[src/rtl/pair_issue.sv]
module pair_issue #(
  parameter int NREG = 32,
  parameter int CLS_W = 4,
  parameter logic [(1<<CLS_W)-1:0] SEC_OK = 16'h003D,
  parameter logic [CLS_W-1:0] BR_CLS = 4'd2,
  localparam int RW = $clog2(NREG)
) (
  input  logic             a_vld,
  input  logic [CLS_W-1:0] a_cls,
  input  logic [RW-1:0]    a_rs1,
  input  logic [RW-1:0]    a_rs2,
  input  logic [RW-1:0]    a_rd,
  input  logic             b_vld,
  input  logic [CLS_W-1:0] b_cls,
  input  logic [RW-1:0]    b_rs1,
  input  logic [RW-1:0]    b_rs2,
  input  logic [RW-1:0]    b_rd,
  input  logic [NREG-1:0]  busy,
  output logic             iss_pri,
  output logic             iss_sec,
  output logic [1:0]       consumed
);

  logic [NREG-1:0] bsy;
  assign bsy = {busy[NREG-1:1], 1'b0};

  logic a_wait, b_wait, dep, pair_ok;

  assign a_wait = bsy[a_rs1] | bsy[a_rs2];
  assign b_wait = bsy[b_rs1] | bsy[b_rs2];

  assign dep = (a_rd != '0) &&
               ((b_rs1 == a_rd) || (b_rs2 == a_rd) || (b_rd == a_rd));

  assign pair_ok = b_vld && SEC_OK[b_cls] && (a_cls != BR_CLS) && !dep && !b_wait;

  assign iss_pri  = a_vld & ~a_wait;
  assign iss_sec  = iss_pri & pair_ok;
  assign consumed = {1'b0, iss_pri} + {1'b0, iss_sec};

endmodule

[config.mk]
export PLATFORM = sky130hd
export DESIGN_NAME = pair_issue
export DESIGN_NICKNAME = d
export VERILOG_FILES = /design/src/rtl/pair_issue.sv
export SDC_FILE = /design/constraint.sdc
export NUM_CORES = 1
export LEC_CHECK = 0
export ABC_AREA = 1
export CAP_MARGIN = 20
export CORE_MARGIN = 1.5
export CORE_UTILIZATION = 45
export DETAILED_ROUTE_END_ITERATION = 8
export PLACE_DENSITY = 0.91
export SYNTH_ARGS = -nofsm -noshare
export SYNTH_HDL_FRONTEND = slang
export SYNTH_SLANG_ARGS = --single-unit
[constraint.sdc]
create_clock -name vclk -period 1.45
set_input_delay 0.145 -clock vclk [all_inputs]
set_output_delay 0.145 -clock vclk [all_outputs]
set_load 0.02 [all_outputs]
; ---- Word-level counts from Yosys, hierarchy flattened
; Memories as Yosys holds them, arrays and structs flattened.
; Index checks and enable logic that the tools add are counted.
[word_totals]
elab_cells = 35
inputBits = 72
romBits = 16
out_inout_bits = 4
register_bits = 0
memories = 1
[op_classes]
n_reduce_logical = 10
muxes = 9
n_bitwise = 5
addsub = 1
order_cmp = 5
eq_ne = 4
[mem_list]
columns = name, depth, word_bits, read_ports, rd_ports_with_merged_regs, write_ports, line
row1 = (name not given), 16, 1, 1, 0, 0, 35  ; assign pair_ok = b_vld && SEC_OK[b_cls] && (a_cls != BR_CLS) && !dep && !b_wait;
[ops]
columns = op, count
row1 = "5-bit by 6-bit < comparator with 1-bit output, second input constant", 4
row2 = 1-bit binary-select mux with 5-bit select, 4
row3 = 5-bit == test, 3
row4 = 1-bit logical AND, 5
row5 = "4-bit by 5-bit < comparator with 1-bit output, second input constant", 1
row6 = 1-bit 2-to-1 mux, 5
row7 = 5-bit nonzero test, 1
row8 = "4-bit by 2-bit != test with 1-bit output, second input constant", 1
row9 = 1-bit by 1-bit adder with 2-bit output, 1
row10 = 1-bit bitwise AND, 2
row11 = 1-bit zero test, 2
row12 = 1-bit logical OR, 2
row13 = 1-bit OR, 2
row14 = 1-bit inverter, 1

; ---- Longest topological paths before layout
; Gate-level depths: netlist of the first run.
[depth]
depth_word = 9
mapped_depth = 14
depth_no_buf = 12

; ---- Worst setup path before layout of the first run
; Ideal clock, no wire load.
[synth_path]
kind = input port to output port
startpoint = input port b_rs2[0]
endpoint = output port consumed[1]
arrival_ns = 1.520
setup_slack_ns = -0.215
required_time_ns = 1.305
path_buffers = 3
stages = 14
path_cell_list = buf_4 inv_2 buf_6 nand2_1 nand3_1 nand3_1 nand3_1 nand2_1 nand2_1 nand2_1 inv_1 nand3_2 nor2_1 buf_4
[synth_between]
elab_chain_cells = 9
word_cells_on_any_way = 13
cone_classes = add/sub (1) / eq/ne (1) / mux (2) / bitwise (2) / reduce/logical (7)
[synth_rtl]
columns = item, line
row1 = "start, declared", 16  ; input logic [RW-1:0] b_rs2,
row2 = "parallel branches: the longest is 6 deep, another holds 1-bit binary-select mux with 5-bit select", n/a
row3 = 1-bit logical AND (*), 35
row4 = 1-bit bitwise AND (*), 38  ; assign iss_sec = iss_pri & pair_ok;
row5 = named net iss_sec, 20  ; output logic iss_sec,
row6 = 1-bit by 1-bit adder with 2-bit output (*), 39  ; assign consumed = {1'b0, iss_pri} + {1'b0, iss_sec};
row7 = "end, declared", 21  ; output logic [1:0] consumed
; Mark *: on every way through the listed nets, which the timed path passes. The select of a mux whose other input is x is not followed.

; ---- Worst setup path in the final report of the first run
[layout_path]
startpoint = input port b_rs2[0]
endpoint = output port consumed[1]
[layout_between]
elab_chain_cells = 9
word_cells_on_any_way = 13
cone_classes = add/sub (1) / eq/ne (1) / mux (2) / bitwise (2) / reduce/logical (7)
[layout_rtl]
columns = item, line
row1 = "parallel branches: the longest is 6 deep, another holds 1-bit binary-select mux with 5-bit select", n/a
row2 = 1-bit logical AND (*), 35
row3 = 1-bit bitwise AND (*), 38
row4 = 1-bit by 1-bit adder with 2-bit output (*), 39
; Every way passes the cells marked *. The select of a mux whose other input is x is not followed.

==> impl_metrics.ini, run 1 <==
[sta]
fmax_mhz = 614
fin_ws_ns = -0.180
rsz0062_at_grt = true
slew_headroom_pct = 78.6
setup_viol = 4
period_share_pct = 112
fin_crit_ns = 1.63
whs_ns = 0.920
finalHoldViolCount = 0
tightest_slew_ns = 0.321
slew_viol_final = 0
tns_ns = -0.612

[synth]
synth_area_leaders = nand3_1, nand2_1, inv_1
yosysSeqAreaShare_pct = 0
synthesis.nets = 429
synth_top_area_share_pct = 30.2
syn_area_um2 = 1720
synthCells = 357
post_synth_num_cell_types = 25
yosys.area.top_type = nand3_1
synth_area_per_cell_um2 = 4.82
ys_warn_count = 0

[cells_and_area]
final_common_cell = nand2_1
seq_cells = 0
n_clock_buffer = 0
num_antenna_cells = 0
area_delta_synth_final_pct = 81.5
fin_cells = 505
drive_gt1_share_pct = 39.2
finalNetCount = 531
final_cell_mix = nand2_1, nand3_1, nand3_2
regArea_um2 = 0

[setup_path]
worstPathCellList = buf_6 > buf_6 > inv_8 > nand2_1 > nand3_1 > nand3_2 > nand3_2 > nand2_2 > nand2_1 > nand2_1 > inv_2 > nand3_4 > nor2_4 > buf_6
cp_slowest_cell = buf_6
path_max_fanout = 8
cp-end-kind = output pin
max_stage_delay_ns = 0.13
critical_path_class = input pin to output pin
crit_required_ns = 1.31
start_kind = input pin
arrival_ns = 1.48

[place]
gp_congestion = 1.03
place_inst = 485
dp_hpwl_mm = 4.89
io_buffers = 75

[power_and_ir_drop]
powerDensity_nw_per_um2 = 319
peakVddDrop_mv = 0.209
p_leak_nw = 1.60

[worst_hold_path]
min_path_cells = 7
hold_class = input pin to output pin

[outcome]
status = finished with violations
violations = DRC, setup timing

[routing]
wirelength_mm = 9.25
wire_per_inst_um = 18.3
dr.pass1.iters = 9
vias_per_cell = 6.27
drc = 24
num_vias = 3165
drt_iter0_drc = 450
ant_nets = 0

[floorplanning]
die_w_um = 64.9
dieArea_um2 = 4210
core_area_um2 = 3660
rows = 22
start_util_pct = 47.0
die_y_um = 64.9
io_pins = 76

[grt]
grt_first_pass_wirelength_mm = 12.1
grtUsageTotal_pct = 35.6
grt_pass1_vias = 2771
grt_max_degree = 15
antenna_found_initial = 0
gr-total-overflow = 0

[flow_run]
maxCapViolCount = 0
worst max-delay path: cells and delay by family:
| family | cells | cell delay, ns |
|---|---|---|
| buffers and inverters | 5 | 0.53 |
| AND/OR/NAND/NOR | 9 | 0.79 |
path summary, 6_finish.rpt:
kind	startpoint	end	slack [ns]
worst min-delay path	a_rd[0]	iss_sec	0.92
worst max-delay path	b_rs2[0]	consumed[1]	-0.18
routing by layer:
metal,up-vias,share of wire (%),wire length (um),global-route usage [%]
met4,0,9.0,832,20.2
met2,325,45,4160,59.4
met5,-,0,0,0
met3,119,14,1260,6.42
li1,1369,-,-,-
met1,1352,32,2990,42.6
Yosys cell counts, types with 2 or more instances:
cell type  count
inv_1         53
xor2_1         5
buf_2          4
nand2_2        3
nand2_1      129
nor2_1         8
a21oi_1        4
xnor2_1        3
o211ai_2       3
o21ai_0        3
o211ai_1      15
nand3_1      104
inv_2          2
buf_4          4
buf_6          7
cell type report:
| cell class | count | area [um2] |
|---|---|---|
| tap | 48 | 60.1 |
| timing repair buffer | 113 | 1160 |
| fill | 227 | 536 |
| inverter | 57 | 243 |
| multi-input combinational | 283 | 1630 |
| timing repair inverter | 4 | 32.5 |
where the power goes:
group          internal, mW  leakage, nW  total [mW]  switching [mW]
registers                 0            0           0               0
clock network             0            0           0               0
logic                 0.441         1.60       0.996           0.555
per-stage QoR:
stage	util [%]	area, um2	worst slack [ns]	total power, mW
final	85.4	3130	-0.180	0.996
after global routing	85.4	3130	-0.195	1.04
after CTS	78.8	2890	-0.0530	0.833
after detailed placement	71.1	2600	-0.930	0.756
after global placement	71.1	2600	-0.898	0.746
after floorplan	-	1760	0.0163	0.421
cells by family after synthesis:
logic type,after synthesis,synth area share (%)
xor gates and xnor gates,8,4.07
buffers and inverters,74,21.1
and+or+nand+nor,249,63.6
AOI/OAI and AO/OA,26,11.2
timing repair:
action | in CTS | in global routing
buffers inserted | 6 | 3
endpoints found under the setup margin | 4 | 4
hold buffers | 0 | 0
cloned | 8 | 3
pin swaps | 85 | 45
gates resized for setup | 233 | 66
Power figures use the tool's default switching activity.
==> run 2: changes to the inputs <==
--- a/config.mk
+++ b/config.mk
@@ -11,6 +11,7 @@
 export CORE_UTILIZATION = 45
 export DETAILED_ROUTE_END_ITERATION = 8
 export PLACE_DENSITY = 0.91
+export SLEW_MARGIN = 5
 export SYNTH_ARGS = -nofsm -noshare
 export SYNTH_HDL_FRONTEND = slang
 export SYNTH_SLANG_ARGS = --single-unit
==> results of run 2 <==
Final layout, timing and power as in run 1 (identical DEF).
